--- src/rtl/rd_pkg.sv ---
package rd_pkg;
  localparam int INSTR_W = 32;
  localparam int IDX_W   = 8;

  typedef struct packed {
    logic              valid;
    logic              first;
    logic              fits;
    logic [IDX_W-1:0]  idx;
    logic [INSTR_W-1:0] instr;
  } slot_t;
endpackage

--- src/rtl/rd_rst_sync.sv ---
module rd_rst_sync (
  input  logic clk,
  input  logic rst_n,
  output logic rst_sync_n
);
  logic [1:0] sync_q;

  always_ff @(posedge clk or negedge rst_n) begin
    if (!rst_n) sync_q <= 2'b00;
    else        sync_q <= {sync_q[0], 1'b1};
  end

  assign rst_sync_n = sync_q[1];
endmodule

--- src/rtl/rd_hop.sv ---
module rd_hop
  import rd_pkg::*;
(
  input  logic  clk,
  input  logic  rst_n,
  input  logic  flush,
  input  slot_t d,
  output slot_t q
);
  logic  vld_d, vld_q;
  slot_t pay_q;

  assign vld_d = d.valid && !flush;

  always_ff @(posedge clk or negedge rst_n) begin
    if (!rst_n) vld_q <= 1'b0;
    else        vld_q <= vld_d;
  end

  // payload: clock-enabled, no reset needed
  always_ff @(posedge clk) begin
    if (vld_d) pay_q <= d;
  end

  always_comb begin
    q       = pay_q;
    q.valid = vld_q;
  end
endmodule

--- src/rtl/rd_rbuf.sv ---
module rd_rbuf
  import rd_pkg::*;
#(
  parameter int DEPTH = 16,
  localparam int PTR_W = $clog2(DEPTH),
  localparam int CNT_W = $clog2(DEPTH + 1)
) (
  input  logic               clk,
  input  logic               rst_n,
  input  logic               clear,
  input  logic               wr_en,
  input  logic [INSTR_W-1:0] wr_data,
  input  logic [IDX_W-1:0]   rd_idx,
  output logic [INSTR_W-1:0] rd_data,
  output logic [CNT_W-1:0]   cnt
);
  logic [INSTR_W-1:0] store_q [DEPTH];
  logic [CNT_W-1:0]   cnt_d, cnt_q;
  logic               do_wr;

  assign do_wr = wr_en && !clear && (cnt_q < CNT_W'(DEPTH));

  always_comb begin
    cnt_d = cnt_q;
    if (clear)      cnt_d = '0;
    else if (do_wr) cnt_d = cnt_q + 1'b1;
  end

  always_ff @(posedge clk or negedge rst_n) begin
    if (!rst_n) cnt_q <= '0;
    else        cnt_q <= cnt_d;
  end

  // entries arrive in body order, so the fill count is the write pointer
  always_ff @(posedge clk) begin
    if (do_wr) store_q[cnt_q[PTR_W-1:0]] <= wr_data;
  end

  assign rd_data = store_q[rd_idx[PTR_W-1:0]];
  assign cnt     = cnt_q;
endmodule

--- src/rtl/rd_seq.sv ---
module rd_seq
  import rd_pkg::*;
#(
  parameter int ADDR_W    = 16,
  parameter int ITER_W    = 8,
  parameter int BUF_DEPTH = 16,
  parameter int CNT_W     = 5
) (
  input  logic              clk,
  input  logic              rst_n,
  input  logic              loop_start,
  input  logic [ADDR_W-1:0] loop_base,
  input  logic [IDX_W-1:0]  loop_len,
  input  logic [ITER_W-1:0] loop_iters,
  input  logic [CNT_W-1:0]  buf_cnt,
  output logic              issue_valid,
  output logic              issue_replay,
  output logic              issue_first,
  output logic              issue_fits,
  output logic [IDX_W-1:0]  issue_idx,
  output logic              mem_req,
  output logic [ADDR_W-1:0] mem_addr,
  output logic              ovf_flag
);
  logic              act_d, act_q;
  logic [IDX_W-1:0]  idx_d, idx_q;
  logic [ITER_W-1:0] pass_d, pass_q;
  logic [IDX_W-1:0]  len_d, len_q;
  logic [ITER_W-1:0] iters_d, iters_q;
  logic [ADDR_W-1:0] base_d, base_q;
  logic              fits_d, fits_q;
  logic              ovf_d, ovf_q;

  always_comb begin
    act_d   = act_q;
    idx_d   = idx_q;
    pass_d  = pass_q;
    len_d   = len_q;
    iters_d = iters_q;
    base_d  = base_q;
    fits_d  = fits_q;
    ovf_d   = ovf_q;
    if (loop_start) begin
      act_d   = (loop_len != '0) && (loop_iters != '0);
      idx_d   = '0;
      pass_d  = '0;
      len_d   = loop_len;
      iters_d = loop_iters;
      base_d  = loop_base;
      fits_d  = loop_len <= IDX_W'(BUF_DEPTH);
      ovf_d   = loop_len >  IDX_W'(BUF_DEPTH);
    end else if (act_q) begin
      if (idx_q == len_q - 1'b1) begin
        idx_d = '0;
        if (pass_q == iters_q - 1'b1) act_d  = 1'b0;
        else                          pass_d = pass_q + 1'b1;
      end else begin
        idx_d = idx_q + 1'b1;
      end
    end
  end

  always_ff @(posedge clk or negedge rst_n) begin
    if (!rst_n) begin
      act_q   <= 1'b0;
      idx_q   <= '0;
      pass_q  <= '0;
      len_q   <= '0;
      iters_q <= '0;
      base_q  <= '0;
      fits_q  <= 1'b0;
      ovf_q   <= 1'b0;
    end else begin
      act_q   <= act_d;
      idx_q   <= idx_d;
      pass_q  <= pass_d;
      len_q   <= len_d;
      iters_q <= iters_d;
      base_q  <= base_d;
      fits_q  <= fits_d;
      ovf_q   <= ovf_d;
    end
  end

  // an issue in the cycle of a new start would be flushed anyway: drop it
  assign issue_valid  = act_q && !loop_start;
  assign issue_replay = issue_valid && fits_q && (pass_q != '0)
                        && (IDX_W'(buf_cnt) > idx_q);
  assign issue_first  = (pass_q == '0);
  assign issue_fits   = fits_q;
  assign issue_idx    = idx_q;
  assign mem_req      = issue_valid && !issue_replay;
  assign mem_addr     = base_q + ADDR_W'(idx_q);
  assign ovf_flag     = ovf_q;
endmodule

--- src/rtl/ring_instr_dist.sv ---
module ring_instr_dist
  import rd_pkg::*;
#(
  parameter int NUM_CORES = 4,
  parameter int BUF_DEPTH = 16,
  parameter int ADDR_W    = 16,
  parameter int ITER_W    = 8,
  localparam int CNT_W    = $clog2(BUF_DEPTH + 1)
) (
  input  logic                                clk,
  input  logic                                rst_n,
  input  logic                                loop_start,
  input  logic [ADDR_W-1:0]                   loop_base,
  input  logic [IDX_W-1:0]                    loop_len,
  input  logic [ITER_W-1:0]                   loop_iters,
  output logic                                mem_req,
  output logic [ADDR_W-1:0]                   mem_addr,
  input  logic [INSTR_W-1:0]                  mem_rdata,
  output logic [NUM_CORES-1:0]                core_valid,
  output logic [NUM_CORES-1:0][INSTR_W-1:0]   core_instr,
  output logic                                ovf_flag
);
  logic               rst_int_n;
  logic               issue_valid, issue_replay, issue_first, issue_fits;
  logic [IDX_W-1:0]   issue_idx;
  logic [CNT_W-1:0]   buf_cnt;
  logic [INSTR_W-1:0] buf_rdata;
  logic               buf_wr;
  slot_t              issue_slot;
  slot_t              ring [NUM_CORES];

  rd_rst_sync u_rst (
    .clk        (clk),
    .rst_n      (rst_n),
    .rst_sync_n (rst_int_n)
  );

  rd_seq #(
    .ADDR_W    (ADDR_W),
    .ITER_W    (ITER_W),
    .BUF_DEPTH (BUF_DEPTH),
    .CNT_W     (CNT_W)
  ) u_seq (
    .clk          (clk),
    .rst_n        (rst_int_n),
    .loop_start   (loop_start),
    .loop_base    (loop_base),
    .loop_len     (loop_len),
    .loop_iters   (loop_iters),
    .buf_cnt      (buf_cnt),
    .issue_valid  (issue_valid),
    .issue_replay (issue_replay),
    .issue_first  (issue_first),
    .issue_fits   (issue_fits),
    .issue_idx    (issue_idx),
    .mem_req      (mem_req),
    .mem_addr     (mem_addr),
    .ovf_flag     (ovf_flag)
  );

  always_comb begin
    issue_slot.valid = issue_valid;
    issue_slot.first = issue_first;
    issue_slot.fits  = issue_fits;
    issue_slot.idx   = issue_idx;
    issue_slot.instr = issue_replay ? buf_rdata : mem_rdata;
  end

  for (genvar k = 0; k < NUM_CORES; k++) begin : g_hop
    if (k == 0) begin : g_head
      rd_hop u_hop (
        .clk   (clk),
        .rst_n (rst_int_n),
        .flush (loop_start),
        .d     (issue_slot),
        .q     (ring[k])
      );
    end else begin : g_link
      rd_hop u_hop (
        .clk   (clk),
        .rst_n (rst_int_n),
        .flush (loop_start),
        .d     (ring[k-1]),
        .q     (ring[k])
      );
    end
  end

  // only the first pass of a fitting body is recorded by the tail core
  assign buf_wr = ring[NUM_CORES-1].valid && ring[NUM_CORES-1].first
                  && ring[NUM_CORES-1].fits;

  rd_rbuf #(
    .DEPTH (BUF_DEPTH)
  ) u_rbuf (
    .clk     (clk),
    .rst_n   (rst_int_n),
    .clear   (loop_start),
    .wr_en   (buf_wr),
    .wr_data (ring[NUM_CORES-1].instr),
    .rd_idx  (issue_idx),
    .rd_data (buf_rdata),
    .cnt     (buf_cnt)
  );

  always_comb begin
    for (int k = 0; k < NUM_CORES; k++) begin
      core_valid[k] = ring[k].valid;
      core_instr[k] = ring[k].instr;
    end
  end
endmodule

--- config.mk ---
export PLATFORM = sky130hd
export DESIGN_NAME = ring_instr_dist
export DESIGN_NICKNAME = d
export VERILOG_FILES = /design/src/rtl/rd_pkg.sv /design/src/rtl/rd_rst_sync.sv /design/src/rtl/rd_hop.sv /design/src/rtl/rd_rbuf.sv /design/src/rtl/rd_seq.sv /design/src/rtl/ring_instr_dist.sv
export SDC_FILE = /design/constraint.sdc
export NUM_CORES = 1
export LEC_CHECK = 0
export BUFFER_PORTS_ARGS = -buffer_cell sky130_fd_sc_hd__buf_2
export CELL_PAD_IN_SITES_DETAIL_PLACEMENT = 1
export CELL_PAD_IN_SITES_GLOBAL_PLACEMENT = 2
export CORE_ASPECT_RATIO = 0.9
export CORE_MARGIN = 4
export CORE_UTILIZATION = 49
export CTS_BUF_LIST = sky130_fd_sc_hd__clkbuf_8 sky130_fd_sc_hd__clkbuf_16
export DETAILED_ROUTE_END_ITERATION = 12
export GPL_TIMING_DRIVEN = 0
export PLACE_DENSITY = 0.82
export SKIP_LAST_GASP = 1
export SLEW_MARGIN = 20
export SYNTH_ARGS = -nofsm -noshare
export SYNTH_HDL_FRONTEND = slang
export SYNTH_SLANG_ARGS = --single-unit
--- constraint.sdc ---
create_clock -name clk -period 6.8 [get_ports clk]
set_input_delay 0.34 -clock clk [delete_from_list [all_inputs] [get_ports clk]]
set_output_delay 0.34 -clock clk [all_outputs]
set_load 0.01 [all_outputs]
==> reports/summary.txt <==
Status -> finished, final reports clean
Setup crit start kind -> register
Max Clock Skew -> 27.61 ps
Max-cap violations -> 0
Top fanout value on the critical path -> 10
Setup violators final -> 0
WP data required -> 6460 ps
Total GRT Usage -> 24.19%
Setup_tns -> 0 ps
Design area -> 34170 sq um
CTS Buf Count -> 75
Synth top area share -> 67.71%
Clock Tree Root -> clkbuf_16
Post-synth EDFFs -> 648
Area occupied by multi-input gates -> 6409 sq um
CTS HTree Levels -> 3
Fin util -> 59.39%
CP max-delay cell -> clkbuf_1
Die Span Y -> 237.8 um
DR iter-0 viols -> 1400
Ranking of synthesized cells by area -> edfxtp_1 (68%), mux4_2 (7.5%), dfrtp_1 (5.4%)
Die width -> 263.3 um
Finished Layout Cells -> 2841
Fin crit period -> 5517 ps
Fmax -> 181.2 MHz
Peak supply drop -> 0.0001875 V
WP data arrival -> 5180 ps
Critical path class -> reg -> out
Sw power -> 0.002742 W
Min Hold Slack -> 31.52 ps
Final hold viol count -> 0
Crit-path cells -> clkbuf_1 -> inv_1 -> clkbuf_1 -> ha_1 -> nand3_1 -> nor2_1 -> a211o_1 -> a21oi_1 -> or4_1 -> clkbuf_1 -> clkbuf_1 -> and2_1 -> buf_2
Crit-path max cell delay -> 740 ps
Routed vias/inst -> 5.755
Vias -> 16.35k
Int Power -> 0.007677 W
Cell mode on critical path -> clkbuf_1
DR pass1 iterations -> 8
Share of layout cells above drive strength 1 -> 30.88%
Seq pwr share -> 46.7%
Synth cell types -> 66
P_leak -> 12.12 nW
Dpl cell area -> 31310 sq um
Commonest non-fill, non-tap cell in the layout -> edfxtp_1
Clock Latency Late Sink -> 620 ps
Final nets -> 2106
I/O Buffers -> 215
Core region area -> 57530 sq um
Synth area leader -> edfxtp_1
Synthesis Warnings -> 0
Synth Area per Inst -> 17.30 sq um
Grt total ovfl -> 0
Post-DRT Antenna Nets -> 0
Most frequent cells in the layout -> edfxtp_1 (648), buf_2 (226), buf_4 (132)
Vias in the first global route -> 17.79k
Syn Inst Count -> 1661
Net count after synthesis -> 1751
WL per Instance -> 26.66 um
Diode count -> 0
First-pass GRT wire length -> 114.0 mm
Gpl congestion -> 0.7713
Setup crit end kind -> output port
Synth Flop Type -> edfxtp_1
Cell Rows -> 83
Switching portion of total power -> 26.32%
Top Ports -> 217
Layout area overhead -> 18.89%
Pwr/cell area -> 304.9 nW/um^2
Combinational power share -> 14.6%
DRC Markers -> 0
Worst-Margin Slew -> 1044 ps
CP top delay family -> buffers and inverters
Asr flop ratio synth -> 8.732%
Hold_buf cts -> 44
Deepest clock path buffer count -> 3
TritonCTS clock tree -> yes
Clock network power share -> 38.7%
Fill count -> 5202
Clock Sink Count -> 710
Largest net degree at the start of global routing -> 50
Register bit total from synthesis -> 710
DIE AREA -> 62600 sq um
Cell area after synthesis -> 28740 sq um
Setup Buffers After CTS -> 0
RSZ-0062 raised after global routing -> false
Post-CTS sizing -> 0
Dpl cells -> 2660
Initial core utilization -> 49.95%
Initial antenna violation count -> 2
Post-Route WL -> 75.74 mm
Headroom to the max-slew limit -> 30.41%
HPWL Detailed -> 48.39 mm
Register area -> 21010 sq um
CTS clk-pin slew, worst paths -> 60 ps
HP Class -> in -> reg
Sequential fraction of the synthesis area -> 73.10%
Final Cycle Share -> 81.14%
Slew Limit Fails -> 0
CP bufs+invs -> 6
## final timing paths
path	start	depth (start not counted)	end	slack, ps
max reg2reg	u_seq.issue_idx[3]$_DFFE_PN0P_	13	g_hop[0].g_head.u_hop.q[13]$_DFFE_PP_	1930
min reg2reg	u_rst.sync_q[1]$_DFF_PN0_	0	g_hop[3].g_link.u_hop.vld_q$_DFF_PN0_	180
min	mem_rdata[27]	3	g_hop[0].g_head.u_hop.q[27]$_DFFE_PP_	30
min in group asynchronous	rst_n	2	u_rst.sync_q[1]$_DFF_PN0_	40
max in group asynchronous	u_rst.sync_q[1]$_DFF_PN0_	1	u_seq.len_q[1]$_DFFE_PN0P_	6090
max	u_seq.issue_idx[3]$_DFFE_PN0P_	13	mem_req	1280
## layer usage
| layer | vias up | GRT usage (%) | share of wire [%] |
|---|---|---|---|
| li1 | 7051 | - | - |
| met2 | 527 | 40.14 | 49 |
| met3 | 112 | 4.751 | 6.0 |
| met5 | - | 0 | 0.0092 |
| met1 | 8658 | 33.64 | 43 |
| met4 | 2 | 5.825 | 2.0 |
## kinds of logic (layout without fill, tap and decap cells)
kind of cell    count (synthesis)  in the layout  share of synthesized area, %
buf+inv                       229            644                         4.763
other cells                     1              1                       0.01305
compound gates                200            200                         4.406
fa+ha+maj                      23             23                         1.027
xor+xnor                       33             33                         1.032
flops                         710            710                         73.10
mux                           190            190                         10.92
simple gates                  275            275                         4.737
## cells in the mapped netlist, types with 3 or more instances
library cell and count:
a21o_1 3, a21oi_1 16, a31oi_1 8, and2_1 19
and3_1 8, buf_1 14, buf_2 11, buf_4 132
clkbuf_1 49, dfrtp_1 62, edfxtp_1 648, ha_1 22
inv_1 22, mux2_2 26, mux2i_1 66, mux4_2 96
nand2_1 64, nand2b_1 6, nand3_1 10, nand3b_1 4
nand4_1 6, nor2_1 88, nor2b_1 8, nor3_1 5
nor4_1 7, o211ai_1 33, o21a_1 5, o21ai_0 46
o21ai_1 32, o22ai_1 32, o31ai_1 3, or3_1 34
or4_1 3, xnor2_1 16, xor2_1 16
## sequential cells by signal (all words and copies together), names as in the netlist, 2 cells and up
register / cells
u_seq.len_q: 8
u_seq.pass_q: 8
u_seq.base_q: 16
u_rbuf.cnt: 5
g_hop.g_link.u_hop.q: 102
u_seq.issue_idx: 8
g_hop.g_head.u_hop.q: 34
u_seq.iters_q: 8
u_rbuf.store_q: 512
u_rst.sync_q: 2
g_hop.g_link.u_hop.vld_q: 3
## tightest hold or removal path: stages
cell and delay [ps]:
buf_2 80, nand2_1 40, o21ai_1 70
## stage by stage
| stage | worst slack, ps | total power, W |
|---|---|---|
| 5_1_grt | 1010 | 0.01080 |
| 6_report | 1283 | 0.01042 |
| 3_5_place_dp | 1959 | 0.006453 |
| 4_1_cts | 1268 | 0.01050 |
| 3_3_place_gp | 1793 | 0.006391 |
| 2_1_floorplan | 3883 | 0.005835 |
## power groups by stage
| stage | clock network (W) | logic (W) | registers (W) |
|---|---|---|---|
| floorplan | 0 | 0.000910 | 0.00492 |
| global placement | 0 | 0.00144 | 0.00496 |
| detailed placement | 0 | 0.00150 | 0.00495 |
| CTS | 0.00410 | 0.00154 | 0.00486 |
| global route | 0.00429 | 0.00164 | 0.00487 |
| finish | 0.00403 | 0.00152 | 0.00486 |
## layout make-up
type | count | area share (%)
flip-flops and latches | 710 | 61.50
multi-input cells | 722 | 18.76
repair buffers | 278 | 5.837
clock buffers | 80 | 5.826
plain buffers | 206 | 3.757
well taps | 765 | 2.801
clock inverters | 57 | 1.263
inverters | 23 | 0.2600
Note: power is estimated with default switching activity, not from simulation.
